===== config.mk =====
export PLATFORM = sky130hd
export DESIGN_NAME = chan_merge_net
export DESIGN_NICKNAME = d
export VERILOG_FILES = /design/src/rtl/chan_merge_pkg.sv /design/src/rtl/cmn_cx_node.sv /design/src/rtl/cmn_stage.sv /design/src/rtl/cmn_collide.sv /design/src/rtl/chan_merge_net.sv
export SDC_FILE = /design/constraint.sdc
export NUM_CORES = 1
export LEC_CHECK = 0
export BUFFER_PORTS_ARGS = -buffer_cell sky130_fd_sc_hd__buf_2
export CAP_MARGIN = 40
export CORE_ASPECT_RATIO = 0.9
export CORE_UTILIZATION = 59
export DETAILED_ROUTE_END_ITERATION = 8
export PLACE_DENSITY = 0.78
export SLEW_MARGIN = 30
export SYNTH_ARGS = -nofsm -noshare
export SYNTH_HDL_FRONTEND = slang
export SYNTH_SLANG_ARGS = --single-unit

===== constraint.sdc =====
create_clock -name clk -period 3.53 [get_ports clk]
set_input_delay 0.5295 -clock clk [delete_from_list [all_inputs] [get_ports clk]]
set_output_delay 0.5295 -clock clk [all_outputs]
set_load 0.03 [all_outputs]

===== src/rtl/chan_merge_pkg.sv =====
// Package: chan_merge_pkg
// Constant functions that lay out the odd-even merge sort schedule.
// Assumes the lane count is a power of two and at least two.
package chan_merge_pkg;

    // Ceiling log2 of a positive integer.
    function automatic int clog2_i(input int n);
        int r;
        r = 0;
        while ((1 << r) < n) r++;
        return r;
    endfunction

    // Number of compare-exchange stages for n lanes.
    function automatic int sort_stages(input int n);
        int lg;
        lg = clog2_i(n);
        return (lg * (lg + 1)) / 2;
    endfunction

    // Merge block span (p) used by stage s.
    function automatic int stage_span(input int n, input int s);
        int cnt;
        cnt = 0;
        for (int p = 1; p < n; p = p * 2) begin
            for (int k = p; k >= 1; k = k / 2) begin
                if (cnt == s) return p;
                cnt++;
            end
        end
        return 1;
    endfunction

    // Compare distance (k) used by stage s.
    function automatic int stage_step(input int n, input int s);
        int cnt;
        cnt = 0;
        for (int p = 1; p < n; p = p * 2) begin
            for (int k = p; k >= 1; k = k / 2) begin
                if (cnt == s) return k;
                cnt++;
            end
        end
        return 1;
    endfunction

    // True when lane x is the lower member of a pair (x, x+k) in the stage.
    function automatic bit pair_low(input int n, input int p, input int k, input int x);
        for (int j = k % p; j < n - k; j = j + 2 * k) begin
            for (int i = 0; i < k; i++) begin
                if ((i + j == x) && (i + j + k < n) &&
                    ((i + j) / (2 * p) == (i + j + k) / (2 * p)))
                    return 1'b1;
            end
        end
        return 1'b0;
    endfunction

endpackage


===== src/rtl/cmn_cx_node.sv =====
// Module: cmn_cx_node
// Compare-exchange element that also merges. The output on lo_o has the
// smaller key {~valid, channel}, so invalid events sort above every real
// channel. When both inputs are valid on the same channel, the newer one
// (modular sequence compare) goes to lo_o with its replace flag set and
// hi_o is invalidated. Purely combinational. Event word layout:
// {valid, replace, chan, seq, data}.
module cmn_cx_node #(
    parameter int CHAN_W = 3,
    parameter int SEQ_W  = 6,
    parameter int DATA_W = 8
) (
    input  logic [CHAN_W+SEQ_W+DATA_W+1:0] lo_i,
    input  logic [CHAN_W+SEQ_W+DATA_W+1:0] hi_i,
    output logic [CHAN_W+SEQ_W+DATA_W+1:0] lo_o,
    output logic [CHAN_W+SEQ_W+DATA_W+1:0] hi_o
);
    localparam int S_LO  = DATA_W;
    localparam int C_LO  = DATA_W + SEQ_W;
    localparam int R_BIT = DATA_W + SEQ_W + CHAN_W;
    localparam int V_BIT = R_BIT + 1;

    logic              lo_v, hi_v;
    logic [CHAN_W-1:0] lo_c, hi_c;
    logic [SEQ_W-1:0]  lo_s, hi_s, seq_diff;
    logic [CHAN_W:0]   lo_key, hi_key;
    logic              same_chan, hi_newer;

    // Field extraction and the modular newer test.
    always_comb begin
        lo_v      = lo_i[V_BIT];
        hi_v      = hi_i[V_BIT];
        lo_c      = lo_i[C_LO +: CHAN_W];
        hi_c      = hi_i[C_LO +: CHAN_W];
        lo_s      = lo_i[S_LO +: SEQ_W];
        hi_s      = hi_i[S_LO +: SEQ_W];
        seq_diff  = hi_s - lo_s;
        hi_newer  = !seq_diff[SEQ_W-1] && (seq_diff != '0);
        lo_key    = {!lo_v, lo_c};
        hi_key    = {!hi_v, hi_c};
        same_chan = lo_v && hi_v && (lo_c == hi_c);
    end

    // Merge on a channel match, otherwise order by key.
    always_comb begin
        if (same_chan) begin
            lo_o         = hi_newer ? hi_i : lo_i;
            lo_o[R_BIT]  = 1'b1;
            hi_o         = hi_newer ? lo_i : hi_i;
            hi_o[V_BIT]  = 1'b0;
            hi_o[R_BIT]  = 1'b0;
        end else if (lo_key > hi_key) begin
            lo_o = hi_i;
            hi_o = lo_i;
        end else begin
            lo_o = lo_i;
            hi_o = hi_i;
        end
    end
endmodule


===== src/rtl/cmn_stage.sv =====
// Module: cmn_stage
// One registered column of the sort network. The schedule functions pick
// which lanes pair at distance K_STEP inside merge blocks of span P_SPAN.
// Unpaired lanes pass straight through. Assumes the caller supplies a
// valid (P_SPAN, K_STEP) from chan_merge_pkg.
module cmn_stage
    import chan_merge_pkg::*;
#(
    parameter int N_LANES = 4,
    parameter int CHAN_W  = 3,
    parameter int SEQ_W   = 6,
    parameter int DATA_W  = 8,
    parameter int P_SPAN  = 1,
    parameter int K_STEP  = 1
) (
    input  logic                                        clk,
    input  logic                                        rst_n,
    input  logic [N_LANES-1:0][CHAN_W+SEQ_W+DATA_W+1:0] ev_i,
    output logic [N_LANES-1:0][CHAN_W+SEQ_W+DATA_W+1:0] ev_q
);
    localparam int EW    = CHAN_W + SEQ_W + DATA_W + 2;
    localparam int V_BIT = EW - 1;

    logic [N_LANES-1:0][EW-1:0] ev_nxt;
    logic [N_LANES-1:0]         vin, vout;

    for (genvar x = 0; x < N_LANES; x++) begin : g_lane
        if (pair_low(N_LANES, P_SPAN, K_STEP, x)) begin : g_node
            cmn_cx_node #(
                .CHAN_W(CHAN_W), .SEQ_W(SEQ_W), .DATA_W(DATA_W)
            ) u_node (
                .lo_i(ev_i[x]),
                .hi_i(ev_i[x+K_STEP]),
                .lo_o(ev_nxt[x]),
                .hi_o(ev_nxt[x+K_STEP])
            );
        end else if (!((x >= K_STEP) && pair_low(N_LANES, P_SPAN, K_STEP, x - K_STEP))) begin : g_pass
            assign ev_nxt[x] = ev_i[x];
        end
        assign vin[x]  = ev_i[x][V_BIT];
        assign vout[x] = ev_q[x][V_BIT];
    end

    // Stage register; valid bits travel with the event word.
    always_ff @(posedge clk) begin
        if (!rst_n) ev_q <= '0;
        else        ev_q <= ev_nxt;
    end

    // Merging can only remove events, never create them.
    p_no_gain_r2: assert property (@(posedge clk) disable iff (!rst_n)
        $countones(vout) <= $past($countones(vin)));
endmodule


===== src/rtl/cmn_collide.sv =====
// Module: cmn_collide
// Final registered stage. Applies the per-channel replacement policy to
// the sorted events. A replacement on a channel whose enable bit is clear
// is withheld and reported as a one-cycle collision on the same lane.
// Assumes each channel appears at most once in ev_i.
module cmn_collide #(
    parameter int N_LANES = 4,
    parameter int CHAN_W  = 3,
    parameter int SEQ_W   = 6,
    parameter int DATA_W  = 8
) (
    input  logic                                        clk,
    input  logic                                        rst_n,
    input  logic [N_LANES-1:0][CHAN_W+SEQ_W+DATA_W+1:0] ev_i,
    input  logic [(1<<CHAN_W)-1:0]                      repl_en,
    output logic [N_LANES-1:0]                          out_valid,
    output logic [N_LANES-1:0]                          out_replace,
    output logic [N_LANES*CHAN_W-1:0]                   out_chan,
    output logic [N_LANES*SEQ_W-1:0]                    out_seq,
    output logic [N_LANES*DATA_W-1:0]                   out_data,
    output logic [N_LANES-1:0]                          coll_pulse,
    output logic [N_LANES*CHAN_W-1:0]                   coll_chan
);
    localparam int S_LO  = DATA_W;
    localparam int C_LO  = DATA_W + SEQ_W;
    localparam int R_BIT = DATA_W + SEQ_W + CHAN_W;
    localparam int V_BIT = R_BIT + 1;

    for (genvar x = 0; x < N_LANES; x++) begin : g_lane
        logic              ev_v, ev_r, blocked;
        logic [CHAN_W-1:0] ev_c;

        // Decide whether this lane's event is delivered or withheld.
        always_comb begin
            ev_v    = ev_i[x][V_BIT];
            ev_r    = ev_i[x][R_BIT];
            ev_c    = ev_i[x][C_LO +: CHAN_W];
            blocked = ev_v && ev_r && !repl_en[ev_c];
        end

        // Output register for the delivered event and the collision pulse.
        always_ff @(posedge clk) begin
            if (!rst_n) begin
                out_valid[x]                <= 1'b0;
                out_replace[x]              <= 1'b0;
                out_chan[x*CHAN_W +: CHAN_W] <= '0;
                out_seq[x*SEQ_W +: SEQ_W]    <= '0;
                out_data[x*DATA_W +: DATA_W] <= '0;
                coll_pulse[x]               <= 1'b0;
                coll_chan[x*CHAN_W +: CHAN_W] <= '0;
            end else begin
                out_valid[x]                <= ev_v && !blocked;
                out_replace[x]              <= ev_v && ev_r;
                out_chan[x*CHAN_W +: CHAN_W] <= ev_c;
                out_seq[x*SEQ_W +: SEQ_W]    <= ev_i[x][S_LO +: SEQ_W];
                out_data[x*DATA_W +: DATA_W] <= ev_i[x][DATA_W-1:0];
                coll_pulse[x]               <= blocked;
                coll_chan[x*CHAN_W +: CHAN_W] <= ev_c;
            end
        end

        // A withheld event never also leaves as a delivery.
        p_coll_excl_r7: assert property (@(posedge clk) disable iff (!rst_n)
            coll_pulse[x] |-> !out_valid[x]);

        // A collision only ever names a channel whose enable was clear.
        p_coll_enable_r7: assert property (@(posedge clk) disable iff (!rst_n)
            coll_pulse[x] |-> !(($past(repl_en) >> coll_chan[x*CHAN_W +: CHAN_W]) & 1'b1));
    end
endmodule


===== src/rtl/chan_merge_net.sv =====
// Module: chan_merge_net
// Top of the channel-sorting merge network. Packs the lane inputs into
// event words, runs them through log2(N)*(log2(N)+1)/2 registered merge-sort
// stages and then the registered collision stage. Latency is fixed at
// stages + 1 cycles, with one new set accepted per cycle. Assumes N_LANES
// is a power of two, at least 2.
module chan_merge_net
    import chan_merge_pkg::*;
#(
    parameter int N_LANES = 4,
    parameter int CHAN_W  = 3,
    parameter int SEQ_W   = 6,
    parameter int DATA_W  = 8
) (
    input  logic                        clk,
    input  logic                        rst_n,
    input  logic [N_LANES-1:0]          in_valid,
    input  logic [N_LANES*CHAN_W-1:0]   in_chan,
    input  logic [N_LANES*SEQ_W-1:0]    in_seq,
    input  logic [N_LANES*DATA_W-1:0]   in_data,
    input  logic [(1<<CHAN_W)-1:0]      repl_en,
    output logic [N_LANES-1:0]          out_valid,
    output logic [N_LANES-1:0]          out_replace,
    output logic [N_LANES*CHAN_W-1:0]   out_chan,
    output logic [N_LANES*SEQ_W-1:0]    out_seq,
    output logic [N_LANES*DATA_W-1:0]   out_data,
    output logic [N_LANES-1:0]          coll_pulse,
    output logic [N_LANES*CHAN_W-1:0]   coll_chan
);
    localparam int EW   = CHAN_W + SEQ_W + DATA_W + 2;
    localparam int NSTG = sort_stages(N_LANES);
    localparam int LAT  = NSTG + 1;

    logic [NSTG:0][N_LANES-1:0][EW-1:0] pipe;

    // Pack lane inputs into event words with a clear replace flag.
    for (genvar x = 0; x < N_LANES; x++) begin : g_pack
        assign pipe[0][x] = {in_valid[x], 1'b0,
                             in_chan[x*CHAN_W +: CHAN_W],
                             in_seq[x*SEQ_W +: SEQ_W],
                             in_data[x*DATA_W +: DATA_W]};
    end

    // Chain of registered compare-exchange columns.
    for (genvar s = 0; s < NSTG; s++) begin : g_stage
        cmn_stage #(
            .N_LANES(N_LANES), .CHAN_W(CHAN_W), .SEQ_W(SEQ_W), .DATA_W(DATA_W),
            .P_SPAN(stage_span(N_LANES, s)), .K_STEP(stage_step(N_LANES, s))
        ) u_stage (
            .clk  (clk),
            .rst_n(rst_n),
            .ev_i (pipe[s]),
            .ev_q (pipe[s+1])
        );
    end

    cmn_collide #(
        .N_LANES(N_LANES), .CHAN_W(CHAN_W), .SEQ_W(SEQ_W), .DATA_W(DATA_W)
    ) u_collide (
        .clk        (clk),
        .rst_n      (rst_n),
        .ev_i       (pipe[NSTG]),
        .repl_en    (repl_en),
        .out_valid  (out_valid),
        .out_replace(out_replace),
        .out_chan   (out_chan),
        .out_seq    (out_seq),
        .out_data   (out_data),
        .coll_pulse (coll_pulse),
        .coll_chan  (coll_chan)
    );

    // History of input activity, used to check the fixed latency.
    logic [LAT-1:0] act_hist;
    always_ff @(posedge clk) begin
        if (!rst_n) act_hist <= '0;
        else        act_hist <= {act_hist[LAT-2:0], |in_valid};
    end

    p_latency_r1: assert property (@(posedge clk) disable iff (!rst_n)
        (|out_valid || |coll_pulse) |-> act_hist[LAT-1]);

    // Valid outputs are strictly ascending by channel, hence unique.
    for (genvar a = 0; a < N_LANES; a++) begin : g_ord_a
        for (genvar b = a + 1; b < N_LANES; b++) begin : g_ord_b
            p_sorted_r3: assert property (@(posedge clk) disable iff (!rst_n)
                (out_valid[a] && out_valid[b]) |->
                (out_chan[a*CHAN_W +: CHAN_W] < out_chan[b*CHAN_W +: CHAN_W]));
        end
    end
endmodule


# ---- Yosys cells after proc, flatten, opt, wreduce, memory -nomap -nowiden
# Index checks and enable logic that the tools add are counted.
dict set report word_totals {
  reg_bits 308
  input_bits 82
  output_inout_bits 92
  wordCells 159
}
dict set report classes {
  addsub 5
  order_cmp 9
  n_eq_ne 5
  n_mux 38
  bitwise_logic 1
  reduce_logical 60
}
# cell count
set op_table {}
lappend op_table {{$mux 19} 20}
lappend op_table {{$mux 17} 10}
lappend op_table {{$reduce_bool 6->1} 5}
lappend op_table {{$sub 6x6->6} 5}
lappend op_table {{$logic_and 1x1->1} 27}
lappend op_table {{$logic_not 1->1} 23}
lappend op_table {{$gt 4x4->1} 5}
lappend op_table {{$lt 3x4->1 const B} 4}
lappend op_table {{$eq 3x3->1} 5}
lappend op_table {{$bmux 1 s3} 4}
lappend op_table {{$reduce_or 2->1} 5}
lappend op_table {{$mux 1} 4}
lappend op_table {{$not 1->1} 1}

# ---- Longest topological paths before layout
dict set report logic_depth {
  ltp_word 6
  ltp_mapped 12
  depth_no_buf 10
}

# ---- Cells and area by module
# From an unflattened synthesis, not the netlist that was laid out.
dict set report unflattened {
  hier_cells 1159
  area_unflattened_um2 13685.6
}
# mod n_inst cells_per_inst area_each_um2 seq_area_each_um2
set modules_own_cells {}
lappend modules_own_cells {cmn_stage 3 160 2068.2 1521.5}
lappend modules_own_cells {cmn_cx_node 5 94 985.9 0.0}
lappend modules_own_cells {cmn_collide 1 208 2547.4 1601.5}
lappend modules_own_cells {chan_merge_net 1 1 3.8 0.0}

# ---- Least setup slack after synthesis
# OpenSTA, ideal clock, no wires.
dict set report synth_timing {
  path_type {input port to flip-flop}
  from {input in_seq[6]}
  to {register g_stage[0].u_stage.ev_q[31] (netlist bit)}
  setup_time_ps 120
  t_arrival_ps 2494
  t_required_ps 3410
  setup_slack_ps 916
  path_stages 11
  n_path_buf 1
  path_cell_list {inv_1 ha_1 inv_1 fa_1 a21o_1 a21oi_1 xor2_1 a31oi_1 clkbuf_1 nor3_1 a211o_1}
}
dict set report synth_between {
  elab_chain_len 5
  word_cells_on_any_way 6
  classes_between {add/sub (1); mux (2); reduce/logical (3)}
}
# item line
set synth_lines {}
lappend synth_lines {{from (decl)} chan_merge_net.sv:19} ;# input logic [N_LANES*SEQ_W-1:0] in_seq,
lappend synth_lines {{$sub 6x6->6 *} cmn_cx_node.sv:37} ;# seq_diff = hi_s - lo_s;
lappend synth_lines {{$reduce_bool 6->1 or $logic_not 1->1 (tied branches)} cmn_cx_node.sv:38} ;# hi_newer = !seq_diff[SEQ_W-1] && (seq_diff != '0);
lappend synth_lines {{$logic_and 1x1->1 *} cmn_cx_node.sv:38}
lappend synth_lines {{$mux 17 *} cmn_cx_node.sv:49} ;# hi_o = hi_newer ? lo_i : hi_i;
lappend synth_lines {{$mux 17 *} cmn_cx_node.sv:46} ;# if (same_chan) begin
lappend synth_lines {{to (signal assigned)} cmn_stage.sv:47} ;# else ev_q <= ev_nxt;
lappend synth_lines {{to (decl)} cmn_stage.sv:19} ;# output logic [N_LANES-1:0][CHAN_W+SEQ_W+DATA_W+1:0] ev_q
# Mark *: on every way between the ends. The rest lies on a longest branch, timed or not.
# A chain may end at the register's enable or synchronous reset.

# ---- Worst setup path after layout
dict set report layout_timing {
  from {register g_stage[1].u_stage.ev_q[46] (netlist bit)}
  to {register g_stage[2].u_stage.ev_q[54] (netlist bit)}
}
dict set report layout_between {
  elab_chain_len 5
  word_cells_on_any_way 6
  classes_between {add/sub (1); mux (2); reduce/logical (3)}
}
# item line
set layout_lines {}
lappend layout_lines {{from (decl)} cmn_stage.sv:19}
lappend layout_lines {{from (signal assigned)} cmn_stage.sv:47}
lappend layout_lines {{$sub 6x6->6 *} cmn_cx_node.sv:37}
lappend layout_lines {{$reduce_bool 6->1 or $logic_not 1->1 (tied branches)} cmn_cx_node.sv:38}
lappend layout_lines {{$logic_and 1x1->1 *} cmn_cx_node.sv:38}
lappend layout_lines {{$mux 17 *} cmn_cx_node.sv:49}
lappend layout_lines {{$mux 17 *} cmn_cx_node.sv:46}
lappend layout_lines {{to (signal assigned)} cmn_stage.sv:47}
lappend layout_lines {{to (decl)} cmn_stage.sv:19}
# Marks and branches as above.

==> metrics.txt <==
Worst Setup End Kind=flop; worst hold path class=in -> reg; Critical path origin=g_stage[1].u_stage.ev_q[46]; WL/cell=17.97 um; I/O Buffers=171; WL met3=3043 um; final setup violation count=0; drt drc=14; Starting Density=0.6086; flop2flop setup slack=530 ps; Met2 Wirelength=16,320 um; CP Capture Point=g_stage[2].u_stage.ev_q[54]; post-layout min period=2997 ps; detailed placement HPWL=25,540 um; IR drop worst, VDD=418.0 uV; CP Max Fanout=23; setup bufs post-CTS=0; WP data arrival=3470 ps; DP Area=15,240 sq um; post-synth top area cell=dfxtp_1; # IOs=174; top sig layer=met4; critical path startpoint category=flop; post_cts resized=0; register area share after synthesis=0.4208; htree depth=1; clock skew=14.69 ps; initial antenna violation count=0; fillcell total=1,874; pin count of the biggest net entering global routing=157; Max clock buf depth=3; Final nets=1,840; clk sinks=302; reg2reg end=g_stage[2].u_stage.ev_q[54]; Final Cell Area=16,280 sq um; CTS clk-pin slew, worst paths=70 ps; Final Max Slew Viols=0; setup TNS=0 ps; worst reg-to-reg path cell count=11; EDFF count, synth=0; failing checks=design-rule violations; leakage=0.007521 uW; Design Power=11,240 uW; Syn Area/Cell=8.885 sq um; clk root buf=clkbuf_16; RSZ-0062 raised after global routing=false; area grow syn2layout=13.29%; proportion of netlist area held by the largest area contributor=0.4208; most frequent cells in the layout=302 x dfxtp_1, 208 x nor3_1, 205 x nand2_1; total number of vias=12,530; Slew @ Worst Pin=814.2 ps; first-pass GRT wire length=57,390 um; status=finished, violations left; FP Rows=53; Total Die Area=24,980 sq um; GRT Total Usage=0.2854; ANT nets after route=0; Synth async-reset ratio=0; die height=150.0 um; crit path kind=reg -> reg; Met1 Wirelength=15,560 um; # diodes=0; drt via density=6.190; total grt overflow=0; Worst Path Required=4000 ps; Pre-Repair DR Iteration Count=7; vias in the first global route=11,170; Pwr Density=690.6 nW/um^2; share of post-route cells with drive strength above 1=0.1596; crit share post-route=0.8489; Synth area leaders=dfxtp_1 42%, nor3_1 7.2%, a211o_1 6.2%; Chip Width=166.5 um; DRT iter0 DRCs=1,386; Max-Cap Viols=0; commonest non-fill, non-tap cell in the layout=dfxtp_1; Synth Flop Type=dfxtp_1; worst skew pair latency=560 ps; Synth Register Bits=302; WHS=301.0 ps; CTS tree=built; cells after synthesis=1,617; synth unique cells=53; Post-CTS Hold Fix Bufs=0; CTS buffer count=29; max frequency=333.7 MHz; Max-slew headroom=0.4572; Reg-to-Reg Start=g_stage[1].u_stage.ev_q[46]; synth warn=0; Mapped Area=14,370 sq um; final hold violations=0; Routability Congestion=0.9790; Core ar.=23,610 sq um; WL final=36,380 um
## per-layer routing
layer	vias up	track usage
li1	6020	-
met1	5832	0.3815
met2	597	0.4624
met3	85	0.04152
met4	0	0.1241
met5	-	0
## worst max-delay path, stage by stage, from the launching register on
cell and delay [ps]:
dfxtp_1 320, inv_1 60, ha_1 140, inv_1 50, fa_1 430, a211oi_2 290
nor2_1 80, o221ai_1 200, nand3_1 150, a222oi_1 470, buf_4 430, mux2i_1 270
## cell type report
cell class	instances	area [sq um]	share of cell area
Inverter	52	195.2	0.01199
Tap cell	302	377.9	0.02321
Sequential cell	302	6046	0.3714
Multi-Input combinational cell	1114	7440	0.4571
Clock buffer	37	775.7	0.04766
Clock inverter	14	198.9	0.01222
Timing Repair Buffer	204	1244	0.07641
## state kept, by name, summed over array words and instances (netlist names)
| name | flops |
|---|---|
| g_stage.u_stage.ev_q | 224 |
| u_collide.coll_chan | 3 |
| u_collide.coll_pulse | 3 |
| u_collide.out_chan | 9 |
| u_collide.out_data | 32 |
| u_collide.out_replace | 3 |
| u_collide.out_seq | 24 |
| u_collide.out_valid | 4 |
## per-stage QoR
| stage | std cells | worst slack, ps | utilization |
|---|---|---|---|
| 3_5_place_dp | 1971 | 381.5 | 0.6454 |
| 2_1_floorplan | 1618 | 915.9 | - |
| 6_report | 2025 | 533.2 | 0.6895 |
| 3_3_place_gp | 1971 | 514.5 | 0.6454 |
| 5_1_grt | 2025 | 270.4 | 0.6895 |
| 4_1_cts | 2022 | 587.6 | 0.6867 |
## worst min path at each step
stage	to	start	slack [ps]	cells past startpoint
2_1_floorplan	g_stage[2].u_stage.ev_q[0]	g_stage[1].u_stage.ev_q[0]	410	1
3_3_place_gp	u_collide.out_seq[22]	g_stage[2].u_stage.ev_q[69]	420	1
3_5_place_dp	g_stage[2].u_stage.ev_q[71]	g_stage[1].u_stage.ev_q[71]	420	1
4_1_cts	g_stage[0].u_stage.ev_q[37]	in_valid[0]	280	3
5_1_grt	g_stage[0].u_stage.ev_q[37]	in_valid[1]	330	3
6_report	g_stage[0].u_stage.ev_q[37]	in_valid[0]	300	3
## Yosys cell counts, types with 4 or more instances
library cell and n:
dfxtp_1 302, nor3_1 208, nand2_1 205, and2_1 109, clkbuf_1 103, a211o_1 102
o22ai_1 102, inv_1 52, ha_1 50, mux2i_1 47, or3_1 38, o2111ai_1 35
o211ai_1 34, nor2_1 28, a21oi_1 19, o21ai_0 18, buf_4 16, buf_6 15
buf_2 14, and3_1 13, xor2_1 10, nand2b_1 9, a21o_1 6, mux4_2 6
o22a_1 6, xnor2_1 6, fa_1 5, nand3_1 5, o21a_1 5, a31oi_1 4
## where the power goes
group / internal (uW) / total, uW / leakage [uW] / switching, uW
clock: 1850 / 3160 / 0.000478 / 1300
sequential: 4040 / 4380 / 0.00248 / 339
combinational: 1410 / 3700 / 0.00456 / 2290
## cell families (layout without fill, tap and decap cells)
logic type | count (synthesis) | in the layout | share of synthesized area
AO/OA/AOI/OAI | 360 | 360 | 0.1938
XOR/XNOR | 19 | 19 | 0.01315
adder cells (fa/ha/maj) | 55 | 55 | 0.05051
buffers and inverters | 202 | 307 | 0.06601
flip-flops | 302 | 302 | 0.4208
multiplexers | 53 | 53 | 0.04215
other | 1 | 2 | 0.0002610
AND/OR/NAND/NOR | 625 | 625 | 0.2134
No activity file was read; power rests on OpenSTA's default activity.
